### src/rtl/gpio_dual_bank_pkg.sv
package gpio_dual_bank_pkg;

    // Word select inside a bank region
    localparam int unsigned SLOT_W   = 3;
    localparam int unsigned SLOT_LSB = 2;

    typedef enum logic [SLOT_W-1:0] {
        SLOT_LEVEL  = 3'd0,
        SLOT_MIRROR = 3'd1,
        SLOT_DRIVE  = 3'd2,
        SLOT_DIR    = 3'd3,
        SLOT_POL    = 3'd4,
        SLOT_IEN    = 3'd5,
        SLOT_PEND   = 3'd6,
        SLOT_SPARE  = 3'd7
    } slot_e;

    typedef enum logic [1:0] {
        REGION_OPEN  = 2'd0,
        REGION_GUARD = 2'd1,
        REGION_CTRL  = 2'd2,
        REGION_NONE  = 2'd3
    } region_e;

    // Words of the control region
    localparam logic [SLOT_W-1:0] CTRL_OWNER  = 3'd0;
    localparam logic [SLOT_W-1:0] CTRL_ENABLE = 3'd1;

endpackage

### src/rtl/gpio_dual_bank_sync.sv
module gpio_dual_bank_sync #(
    parameter int unsigned WIDTH  = 32,
    parameter int unsigned STAGES = 2
) (
    input  logic             clk_i,
    input  logic             rst_ni,
    input  logic [WIDTH-1:0] async_i,
    output logic [WIDTH-1:0] sync_o
);

    logic [WIDTH-1:0] stage_d [STAGES];
    logic [WIDTH-1:0] stage_q [STAGES];

    for (genvar g = 0; g < STAGES; g++) begin : g_stage
        if (g == 0) begin : g_first
            assign stage_d[g] = async_i;
        end else begin : g_next
            assign stage_d[g] = stage_q[g-1];
        end

        always_ff @(posedge clk_i or negedge rst_ni) begin
            if (!rst_ni) begin
                stage_q[g] <= '0;
            end else begin
                stage_q[g] <= stage_d[g];
            end
        end
    end

    assign sync_o = stage_q[STAGES-1];

endmodule

### src/rtl/gpio_dual_bank_bank.sv
module gpio_dual_bank_bank
    import gpio_dual_bank_pkg::*;
#(
    parameter int unsigned NLINES = 32
) (
    input  logic              clk_i,
    input  logic              rst_ni,
    input  logic [NLINES-1:0] owned_i,
    input  logic              wr_i,
    input  slot_e             slot_i,
    input  logic [NLINES-1:0] wdata_i,
    input  logic [NLINES-1:0] level_i,
    output logic [NLINES-1:0] rdata_o,
    output logic [NLINES-1:0] drive_o,
    output logic [NLINES-1:0] dir_o,
    output logic              irq_o
);

    typedef struct packed {
        logic [NLINES-1:0] drive;
        logic [NLINES-1:0] dir;
        logic [NLINES-1:0] pol;
        logic [NLINES-1:0] ien;
        logic [NLINES-1:0] pend;
    } bank_t;

    bank_t             st_d;
    bank_t             st_q;
    logic [NLINES-1:0] hit;
    logic [NLINES-1:0] clr;

    // Replace only the bits this bank owns
    function automatic logic [NLINES-1:0] merge_owned(
        input logic [NLINES-1:0] old_v,
        input logic [NLINES-1:0] new_v,
        input logic [NLINES-1:0] own_v
    );
        return (old_v & ~own_v) | (new_v & own_v);
    endfunction

    always_comb begin
        st_d = st_q;
        hit  = owned_i & ~(level_i ^ st_q.pol);
        clr  = '0;
        if (wr_i) begin
            unique case (slot_i)
                SLOT_DRIVE: st_d.drive = merge_owned(st_q.drive, wdata_i, owned_i);
                SLOT_DIR:   st_d.dir   = merge_owned(st_q.dir,   wdata_i, owned_i);
                SLOT_POL:   st_d.pol   = merge_owned(st_q.pol,   wdata_i, owned_i);
                SLOT_IEN:   st_d.ien   = merge_owned(st_q.ien,   wdata_i, owned_i);
                SLOT_PEND:  clr        = wdata_i & owned_i;
                default:    ;
            endcase
        end
        // a clear loses against a level that is still active
        st_d.pend = ((st_q.pend & ~clr) | hit) & owned_i;
    end

    always_ff @(posedge clk_i or negedge rst_ni) begin
        if (!rst_ni) begin
            st_q.drive <= '0;
            st_q.dir   <= '0;
            st_q.pol   <= '1;
            st_q.ien   <= '0;
            st_q.pend  <= '0;
        end else begin
            st_q <= st_d;
        end
    end

    always_comb begin
        unique case (slot_i)
            SLOT_LEVEL, SLOT_MIRROR: rdata_o = level_i;
            SLOT_DRIVE:              rdata_o = st_q.drive & owned_i;
            SLOT_DIR:                rdata_o = st_q.dir   & owned_i;
            SLOT_POL:                rdata_o = st_q.pol   & owned_i;
            SLOT_IEN:                rdata_o = st_q.ien   & owned_i;
            SLOT_PEND:               rdata_o = st_q.pend  & owned_i;
            default:                 rdata_o = '0;
        endcase
    end

    assign drive_o = st_q.drive;
    assign dir_o   = st_q.dir;
    assign irq_o   = |(st_q.pend & st_q.ien & owned_i);

    AST_PEND_ONLY_OWNED: assert property (@(posedge clk_i) disable iff (!rst_ni)
        1'b1 |=> ((st_q.pend & ~$past(owned_i)) == '0));

    AST_PEND_HAS_CAUSE: assert property (@(posedge clk_i) disable iff (!rst_ni)
        1'b1 |=> ((st_q.pend & ~$past(st_q.pend) & ~$past(hit)) == '0));

    AST_PEND_STICKY: assert property (@(posedge clk_i) disable iff (!rst_ni)
        1'b1 |=> (($past(st_q.pend) & ~st_q.pend & ~$past(clr) & $past(owned_i)) == '0));

    AST_IRQ_NEEDS_ENABLE: assert property (@(posedge clk_i) disable iff (!rst_ni)
        irq_o |-> (|(st_q.ien & owned_i)));

endmodule

### src/rtl/gpio_dual_bank.sv
module gpio_dual_bank
    import gpio_dual_bank_pkg::*;
#(
    parameter int unsigned NLINES      = 32,
    parameter int unsigned ADDR_W      = 7,
    parameter int unsigned SYNC_STAGES = 2
) (
    input  logic              clk_i,
    input  logic              rst_ni,
    input  logic              guard_ok_i,
    input  logic [ADDR_W-1:0] bus_addr_i,
    input  logic              bus_wr_i,
    input  logic [NLINES-1:0] bus_wdata_i,
    output logic [NLINES-1:0] bus_rdata_o,
    input  logic [NLINES-1:0] pin_in_i,
    output logic [NLINES-1:0] pin_out_o,
    output logic [NLINES-1:0] pin_oe_o,
    output logic              irq_open_o,
    output logic              irq_guard_o
);

    localparam int unsigned REGION_LSB = SLOT_LSB + SLOT_W;
    localparam int unsigned REGION_W   = ADDR_W - REGION_LSB;

    typedef struct packed {
        logic [NLINES-1:0] owner;
        logic [NLINES-1:0] enable;
    } ctrl_t;

    ctrl_t               st_d;
    ctrl_t               st_q;
    region_e             region;
    slot_e               slot;
    logic [REGION_W-1:0] region_raw;
    logic [1:0]          addr_unused;
    logic                wr_open;
    logic                wr_guard;
    logic                wr_ctrl;
    logic [NLINES-1:0]   level_sync;
    logic [NLINES-1:0]   open_rdata;
    logic [NLINES-1:0]   guard_rdata;
    logic [NLINES-1:0]   open_drive;
    logic [NLINES-1:0]   guard_drive;
    logic [NLINES-1:0]   open_dir;
    logic [NLINES-1:0]   guard_dir;

    assign addr_unused = bus_addr_i[SLOT_LSB-1:0];
    assign region_raw  = bus_addr_i[ADDR_W-1:REGION_LSB];
    assign slot        = slot_e'(bus_addr_i[SLOT_LSB +: SLOT_W]);

    always_comb begin
        if (region_raw == '0) begin
            region = REGION_OPEN;
        end else if (region_raw == REGION_W'(1)) begin
            region = REGION_GUARD;
        end else if (region_raw == REGION_W'(2)) begin
            region = REGION_CTRL;
        end else begin
            region = REGION_NONE;
        end
    end

    assign wr_open  = bus_wr_i && (region == REGION_OPEN);
    assign wr_guard = bus_wr_i && guard_ok_i && (region == REGION_GUARD);
    assign wr_ctrl  = bus_wr_i && guard_ok_i && (region == REGION_CTRL);

    gpio_dual_bank_sync #(
        .WIDTH  (NLINES),
        .STAGES (SYNC_STAGES)
    ) u_sync (
        .clk_i   (clk_i),
        .rst_ni  (rst_ni),
        .async_i (pin_in_i),
        .sync_o  (level_sync)
    );

    gpio_dual_bank_bank #(
        .NLINES (NLINES)
    ) u_open (
        .clk_i   (clk_i),
        .rst_ni  (rst_ni),
        .owned_i (st_q.owner),
        .wr_i    (wr_open),
        .slot_i  (slot),
        .wdata_i (bus_wdata_i),
        .level_i (level_sync),
        .rdata_o (open_rdata),
        .drive_o (open_drive),
        .dir_o   (open_dir),
        .irq_o   (irq_open_o)
    );

    gpio_dual_bank_bank #(
        .NLINES (NLINES)
    ) u_guard (
        .clk_i   (clk_i),
        .rst_ni  (rst_ni),
        .owned_i (~st_q.owner),
        .wr_i    (wr_guard),
        .slot_i  (slot),
        .wdata_i (bus_wdata_i),
        .level_i (level_sync),
        .rdata_o (guard_rdata),
        .drive_o (guard_drive),
        .dir_o   (guard_dir),
        .irq_o   (irq_guard_o)
    );

    // Control region next state
    always_comb begin
        st_d = st_q;
        if (wr_ctrl) begin
            if (slot == CTRL_OWNER) begin
                st_d.owner = bus_wdata_i;
            end else if (slot == CTRL_ENABLE) begin
                st_d.enable = bus_wdata_i;
            end
        end
    end

    always_ff @(posedge clk_i or negedge rst_ni) begin
        if (!rst_ni) begin
            st_q.owner  <= '0;
            st_q.enable <= '0;
        end else begin
            st_q <= st_d;
        end
    end

    // Read path, same cycle
    always_comb begin
        bus_rdata_o = '0;
        unique case (region)
            REGION_OPEN:  bus_rdata_o = open_rdata;
            REGION_GUARD: bus_rdata_o = guard_ok_i ? guard_rdata : '0;
            REGION_CTRL: begin
                if (guard_ok_i) begin
                    if (slot == CTRL_OWNER) begin
                        bus_rdata_o = st_q.owner;
                    end else if (slot == CTRL_ENABLE) begin
                        bus_rdata_o = st_q.enable;
                    end
                end
            end
            default: bus_rdata_o = '0;
        endcase
    end

    // Per-line pad steering toward the owning bank
    for (genvar l = 0; l < NLINES; l++) begin : g_line
        assign pin_out_o[l] = st_q.owner[l] ? open_drive[l] : guard_drive[l];
        assign pin_oe_o[l]  = st_q.enable[l] & (st_q.owner[l] ? open_dir[l] : guard_dir[l]);
    end

    AST_GUARD_WRITE_BLOCKED: assert property (@(posedge clk_i) disable iff (!rst_ni)
        (bus_wr_i && !guard_ok_i && (region == REGION_CTRL))
        |=> ($stable(st_q.owner) && $stable(st_q.enable)));

    AST_GUARD_READ_ZERO: assert property (@(posedge clk_i) disable iff (!rst_ni)
        (!guard_ok_i && ((region == REGION_GUARD) || (region == REGION_CTRL)))
        |-> (bus_rdata_o == '0));

    AST_UNMAPPED_READ_ZERO: assert property (@(posedge clk_i) disable iff (!rst_ni)
        (region == REGION_NONE) |-> (bus_rdata_o == '0));

    AST_OE_NEEDS_ENABLE: assert property (@(posedge clk_i) disable iff (!rst_ni)
        1'b1 |-> ((pin_oe_o & ~st_q.enable) == '0));

endmodule

### config.mk
export PLATFORM = sky130hd
export DESIGN_NAME = gpio_dual_bank
export DESIGN_NICKNAME = d
export VERILOG_FILES = /design/src/rtl/gpio_dual_bank_pkg.sv /design/src/rtl/gpio_dual_bank_sync.sv /design/src/rtl/gpio_dual_bank_bank.sv /design/src/rtl/gpio_dual_bank.sv
export SDC_FILE = /design/constraint.sdc
export NUM_CORES = 1
export LEC_CHECK = 0
export ABC_CLOCK_PERIOD_IN_PS = 4800
export BUFFER_PORTS_ARGS = -buffer_cell sky130_fd_sc_hd__buf_2
export CORE_MARGIN = 1
export CORE_UTILIZATION = 40
export CTS_CLUSTER_SIZE = 28
export DETAILED_ROUTE_END_ITERATION = 10
export SLEW_MARGIN = 40
export SYNTH_ARGS = -nofsm -noshare
export SYNTH_HDL_FRONTEND = slang
export SYNTH_SLANG_ARGS = --single-unit
### constraint.sdc
create_clock -name clk_i -period 4.8 [get_ports clk_i]
set_input_delay 0.48 -clock clk_i [delete_from_list [all_inputs] [get_ports clk_i]]
set_output_delay 0.48 -clock clk_i [all_outputs]
set_load 0.05 [all_outputs]
# After elaboration in Yosys (flattened, before gate mapping)
# Index checks and enable logic that the tools add are counted.
# op_classes
eq_ne	10
muxes	78
n_bitwise	81
n_reduce_logical	20
# ops
cell	count
$and 32x32->32	30
$pmux 32 s6	2
$or 32x32->32	10
$mux 32	8
$not 32->32	6
$pmux 32 s3	1
$mux 1	65
$reduce_or 32->1	2
$xor 32x32->32	2
$and 1x1->1	32
$reduce_and 2->1	9
$eq 3x3->1 const B	3
$eq 3x2->1 const B	2
$eq 2x1->1 const B	2
$eq 2x2->1 const B	2
$logic_and 1x1->1	4
$logic_not 2->1	2
$mux 2	2
$eq 3x1->1 const B	1
$logic_not 3->1	1
$reduce_and 3->1	1
$reduce_or 2->1	1
$not 1->1	1
# totals
regBits	448
input_bits	75
output_inout_bits	98
wordCells	203

# Logic depth before layout (Yosys ltp)
# Gate-level depths: netlist of run 1.
# logic_depth
depth_word	11
ltp_mapped	8
depth_no_buf	5

# Hierarchy
# A second synthesis of run 1 with hierarchy kept.
# unflattened
hier_cells	2355
area_unflattened_um2	24190.7
# modules_own_cells
module	instances	cells_per_inst	area_each_um2	seq_area_each_um2
gpio_dual_bank_bank	2	936	8997.4	4043.9
gpio_dual_bank	1	419	4594.4	1601.5
gpio_dual_bank_sync	1	64	1601.5	1601.5

# Least setup slack after synthesis of run 1
# OpenSTA, ideal clock, no wires.
# synth_path
path_kind	input-to-output
startpoint	input bus_addr_i[3]
endpoint	output bus_rdata_o[26]
t_arrival_ns	2.669
t_required_ns	4.320
setup_slack_ns	1.651
stages	7
n_path_buf	3
cell_sequence	buf_2 clkbuf_1 clkbuf_1 nor3_1 a21oi_1 o21ai_0 o31ai_1
# synth_via
elab_chain_cells	5
# synth_rtl
item	line_no	source
start: declaration	gpio_dual_bank.sv:11	input logic [ADDR_W-1:0] bus_addr_i,
$eq 3x1->1 / $logic_not 3->1 (equally long branches)	gpio_dual_bank_bank.sv:72, gpio_dual_bank.sv:140, gpio_dual_bank.sv:138	
$reduce_or 2->1 / $mux 32 (equally long branches)	gpio_dual_bank_bank.sv:72, gpio_dual_bank.sv:140	
$pmux 32 s6 / $mux 32 (equally long branches)	gpio_dual_bank_bank.sv:72, gpio_dual_bank.sv:138	
$mux 32 (on tied branches)	gpio_dual_bank.sv:135, gpio_dual_bank.sv:137	
$pmux 32 s3 (*)	gpio_dual_bank.sv:133	unique case (region)
end: declaration	gpio_dual_bank.sv:14	output logic [NLINES-1:0] bus_rdata_o,
# Every way passes the cells marked *; elsewhere a longest branch is shown, timed or not.

# Worst setup path in the final report of run 1
# layout_path
startpoint	register st_q[36] (netlist name)
endpoint	output irq_open_o
# layout_via
elab_chain_cells	2
# layout_rtl
item	line_no	source
start: declaration	gpio_dual_bank.sv:31	ctrl_t st_q;
start signal: assignment	gpio_dual_bank.sv:126	st_q <= st_d;
$and 32x32->32	gpio_dual_bank_bank.sv:85	assign irq_o = |(st_q.pend & st_q.ien & owned_i);
$reduce_or 32->1	gpio_dual_bank_bank.sv:85	
end: declaration	gpio_dual_bank.sv:18	output logic irq_open_o,
# No other way between the ends.

==> results of run 1 <==
## path summary, 6_finish.rpt
kind,startpoint,end,cells after the start
min,bus_wdata_i[7],register,2
min reg2reg,u_sync.stage_d[25],u_sync.sync_o[25],0
max reg2reg,st_q[41],register,2
max,st_q[36],irq_open_o,5
min in group asynchronous,rst_ni,u_sync.stage_d[1],2
max in group asynchronous,rst_ni,async pin,3
## routing by layer
metal / track usage (%) / part of all wire, % / up-vias
li1: - / - / 8488
met1: 36.5 / 42 / 9910
met2: 40.4 / 45 / 943
met3: 4.52 / 8.6 / 165
met4: 11.0 / 3.6 / 2
met5: 0 / 0.011 / -
## cells by family (layout without fill, tap and decap cells)
| group | Yosys count | count (layout) |
|---|---|---|
| buffers and inverters | 235 | 369 |
| other | 0 | 4 |
| xor gates and xnor gates | 64 | 64 |
| DFF | 448 | 448 |
| muxes | 482 | 482 |
| and+or+nand+nor | 568 | 568 |
| AOI/OAI and AO/OA | 517 | 517 |
## what timing repair did
action	CTS	global route
hold buffers	33	0
resized for setup	0	0
setup buffers	0	0
endpoints found under the hold margin	80	0
## worst max-delay path, delay by kind of cell, from the launching register on
kind                   cells  cell delay, ns
flip-flops                 1            0.66
AO/OA/AOI/OAI              1            0.52
buffers and inverters      1            0.26
AND/OR/NAND/NOR            3            1.17
## through the flow
stage | total power (W) | std cells
global placement | 0.00641 | 3092
detailed placement | 0.00647 | 3092
floorplan | 0.00586 | 2314
global route | 0.0110 | 3222
CTS | 0.0107 | 3221
finish | 0.0106 | 3225
## power groups by stage
stage / clock, W / sequential (W) / combinational, W
after floorplan: 0 / 0.00449 / 0.00137
after global routing: 0.00439 / 0.00482 / 0.00182
final: 0.00418 / 0.00475 / 0.00171
after CTS: 0.00427 / 0.00474 / 0.00170
after detailed placement: 0 / 0.00480 / 0.00167
after global placement: 0 / 0.00477 / 0.00163
## cell usage in the layout (no fill, tap or decap), types with 19 or more instances in the layout
master,instances
mux2i_1,91
a21boi_0,26
a211oi_1,20
a31o_2,20
o21ai_0,46
xnor2_1,64
o22ai_1,28
buf_4,55
nor4_1,19
dfrtp_1,384
nor2b_1,44
buf_2,166
nand2_1,237
a221o_1,32
mux2_1,58
clkbuf_16,53
a21oi_1,166
nor2_1,192
dfstp_2,64
mux2_2,333
o21a_1,32
dlygate4sd3_1,33
o221ai_1,28
## cell type report
class,instances,area share [%]
multi-input combinational,1631,43.0
sequential,448,40.6
timing repair buffer,264,6.34
clock buffer,82,5.77
tap,773,3.48
clock inverter,14,0.710
inverter,9,0.121
antenna,4,0.0360
==> out/metrics.cfg, run 1 <==
[floorplanning]
core_area_mm2=0.0594
num_rows=89
die_y_um=248
initial_core_util_pct=40.7
dieArea_mm2=0.0614
die_w_um=248
io_pins=173

[global_routing]
grt_usage_pct=26.3
grt_first_pass_wirelength_um=121000
grt_max_degree=120
first_global_vias=19100
antenna_found_initial=4
globalRoute.totalOverflow=0

[drt]
ant_nets=0
via_per_inst=6.05
dr.pass1.iters=9
drcViolationCount=16
wl_um=81600
routedWlPerCell_um=25.3
dr.first_iter.drc_count=2192
vias=19500

[yosys]
synth_nets=2389
ys_async_sr_fraction_pct=100
synth_ff_type=dfrtp_1
yosysUniqueCellTypes=57
syn_area_per_cell_um2=10.4
yosys-top-cells-area=dfrtp_1 (40%), mux2_2 (16%), dfstp_2 (7.0%)
synth-warning-count=0
synth_edf_count=0
syn_inst=2314
syn_area_mm2=0.0242
yosys.area.top_type=dfrtp_1
yosys-top-cells-count=dfrtp_1 (384), mux2_2 (333), nand2_1 (237)
ys_ff_latch=448
synth_top_family_by_area=multiplexers
synth_compound_area_share_pct=14.6
synth_top_area_share_pct=39.8
synthMostInstantiatedCell=dfrtp_1
synthXorXnorAreaFrac_pct=2.32
synthMuxAreaShare_pct=22.0
post_synth_and_or_nand_nor_area_fraction_pct=10.2
ys_seq_area_share_pct=46.7
synth_fa_ha_area_share_pct=0

[power_and_ir_drop]
switchingPower_w=0.00315
combPwrFrac_pct=16.0
p_sw_share_pct=29.7
vdd_drop_max_v=0.000263
p_int_w=0.00748
leakagePower_nw=12.3
pwr-share-clk_pct=39.3
powerDensity_mw_per_mm2=382
seqPwrFrac_pct=44.7

[worst_setup_path]
critPathLaunchType=register
slowest_delay_ns=0.66
arrival_ns=3.22
regToRegSetupSlack_ns=3.33
worstPathRequired_ns=4.32
slowest_stage=dfrtp_1
path_cells=and3_1 > a31oi_1 > nand4_1 > or4_1 > buf_2
crit_path_end_kind=primary output
crit_fanout=20
crit_type=reg -> out

[place]
place.gp.congestion=0.890
dpl_worst_slack_ns=1.24
placed_area_mm2=0.0257
port_buffers=170
dp_hpwl_um=51300

[cells_and_area]
final_layout_size_suffix_gt1_share_pct=30.8
multi_input_area_mm2=0.0120
stdcell_area_mm2=0.0278
final.fill_count=5421
utilization_pct=46.9
nNetsFinal=2481
ff_latch_area_mm2=0.0113
syn_to_final_growth_pct=15.1

[timing]
worst_slew_pin_slew_ns=0.872
period_share_pct=77.0
fmax_mhz=271
final_hold_viol_count=0
setup_ws_ns=1.10
layout_min_cycle_time_ns=3.70
fin_worst_skew_ns=0.0140
tns_ns=0
drv_slew=0
relSlewSlack_pct=41.8
holdWs_ns=0.268
rsz0062_at_grt=false
setup_violations=0

[cts]
clock_latency_ns=0.61
clock-sinks=448
cts_buffers=52
cts_buffer_depth=3
cts.clk_slew.worst_paths_ns=0.06
cts_tree=done
cts_root_buf=clkbuf_16
htree_levels=2

[run_status]
status=finished, violations left
violations=design-rule violations

[job]
maxCapViolCount=0

[min_path]
min-delay-path-class=in -> reg

No activity file was read; power rests on OpenSTA's default activity.
==> run 2, diff against run 1 <==
--- a/config.mk
+++ b/config.mk
@@ -5,7 +5,7 @@
 export SDC_FILE = /design/constraint.sdc
 export NUM_CORES = 1
 export LEC_CHECK = 0
-export ABC_CLOCK_PERIOD_IN_PS = 4800
+export ABC_CLOCK_PERIOD_IN_PS = 3400
 export BUFFER_PORTS_ARGS = -buffer_cell sky130_fd_sc_hd__buf_2
 export CORE_MARGIN = 1
 export CORE_UTILIZATION = 40
==> constraint.sdc (replaced) <==
create_clock -name clk_i -period 3.4 [get_ports clk_i]
set_input_delay 0.34 -clock clk_i [delete_from_list [all_inputs] [get_ports clk_i]]
set_output_delay 0.34 -clock clk_i [all_outputs]
set_load 0.05 [all_outputs]
==> run 2 against run 1 <==
Non-clock buffer count increased by 48. Power increased by 42%. Highest routed layer unchanged. Largest cell class unchanged. Worst setup slack lost 0.94 ns. Critical endpoint unchanged. Largest power group unchanged. Utilization up 0.76 points. The run still ends with design-rule violations left. Critical path depth up 1. Cell area is 1.6% higher. Die area stayed put. Flip-flop and latch count did not move. Combinational power grew 57%. Register-to-register slack got worse by 1.4 ns. Routed wire length increased by 1.6%.
==> out/metrics.cfg, run 2 (synthesis gave the netlist of run 1 again) <==
[power_and_ir_drop]
leakagePower_nw=12.6
powerDensity_mw_per_mm2=535
vdd_drop_max_v=0.000341

[place]
dp_hpwl_um=53700
place.gp.congestion=0.882
port_buffers=170

[cells_and_area]
final.fill_count=5440
multi_input_area_mm2=0.0120
syn_to_final_growth_pct=17.0
mostFrequentLayoutCells=dfrtp_1 (384), mux2_2 (333), nand2_1 (237), nor2_1 (192), a21oi_1 (166)
layout_commonest_cell=dfrtp_1
utilization_pct=47.6
ff_latch_area_mm2=0.0113
nNetsFinal=2528
final_layout_size_suffix_gt1_share_pct=32.0

[cts]
cts_root_buf=clkbuf_16
post_cts_buffers=0
clock_latency_ns=0.60
cts_buffers=51
cts_tree=done
cts.clk_slew.worst_paths_ns=0.06
htree_levels=2
cts_buffer_depth=3
clock-sinks=448

[timing]
rsz0062_at_grt=false
fmax_mhz=309
period_share_pct=95.0
setup_violations=0
relSlewSlack_pct=47.1
tns_ns=0
final_hold_viol_count=0
fin_worst_skew_ns=0.0149
layout_min_cycle_time_ns=3.23
drv_slew=0
worst_slew_pin_slew_ns=0.794

[drt]
via_per_inst=6.06
dr.first_iter.drc_count=2376
ant_nets=0
drcViolationCount=16
dr.pass1.iters=11
wl_um=82900
vias=19800
routedWlPerCell_um=25.4

[worst_setup_path]
crit_type=reg -> out
crit_path_end_kind=primary output
critPathLaunchType=register
worstPathRequired_ns=3.06
crit_fanout=3
arrival_ns=2.89

[global_routing]
antenna_found_initial=5
grt_first_pass_wirelength_um=123000
grt_max_degree=93
grt_usage_pct=26.8
first_global_vias=19400
globalRoute.totalOverflow=0

[floorplanning]
dieArea_mm2=0.0614
io_pins=173
die_y_um=248
core_area_mm2=0.0594
die_w_um=248
num_rows=89
initial_core_util_pct=40.7

[job]
maxCapViolCount=0

[run_status]
violations=design-rule violations
status=finished, violations left

[min_path]
min-delay-path-class=in -> reg

## run 2: final timing paths
path / from / endpoint / slack, ns / depth (start not counted)
worst min-delay path: bus_wdata_i[15] / register / 0.12 / 2
worst max-delay path: register / irq_open_o / 0.17 / 6
max in group asynchronous: rst_ni / async pin / 2.07 / 3
worst max register to register: st_q[51] / register / 1.96 / 2
worst min register to register: u_sync.stage_d[30] / u_sync.sync_o[30] / 0.35 / 0
min in group asynchronous: rst_ni / u_sync.stage_d[1] / 0.30 / 2
## run 2: worst max-delay path, stage by stage, from the launching register on
cell      delay, ns
dfrtp_1        0.40
nand3_1        0.10
nand2_1        0.12
a311oi_1       0.47
nand4_1        0.32
or4_1          0.63
buf_2          0.26
## run 2: area by class of cell
class	count	area share, %
flip-flops and latches	448	39.9
inverters	9	0.119
clock buffers	76	5.38
diodes	2	0.0177
clock inverters	19	0.987
repair buffers	312	7.87
multi-input cells	1631	42.3
well taps	773	3.42
## run 2: timing repair
action / 4_1_cts / 5_1_grt
hold buffers: 33 / 0
resized for setup: 0 / 0
hold endpoints to repair: 81 / 0
## run 2: per-stage QoR
step / total power, W / instance area (µm²) / cells / setup WS, ns / hold slack (ns)
finish: 0.0151 / 28300 / 3270 / 0.169 / 0.121
global route: 0.0157 / 28300 / 3268 / 0.183 / 0.131
CTS: 0.0152 / 28300 / 3268 / 0.195 / 0.0878
detailed placement: 0.00922 / 26100 / 3140 / 0.444 / 0.335
global placement: 0.00914 / 26100 / 3140 / 0.424 / 0.333
floorplan: 0.00827 / 24200 / 2314 / 0.531 / 0.0444
## run 2: where the power goes
part	total [W]	internal (W)	leakage (nW)	switching, W
Clock	0.00592	0.00362	0.885	0.00230
Combinational	0.00269	0.00109	6.09	0.00160
Sequential	0.00653	0.00594	5.63	0.000584
## run 2: per-layer routing
metal	up-vias	GRT usage (%)	share of wire [%]
li1	8596	-	-
met1	10000	37.1	42
met2	986	41.1	46
met3	214	4.67	8.2
met4	4	11.5	4.0
met5	-	0	0.029
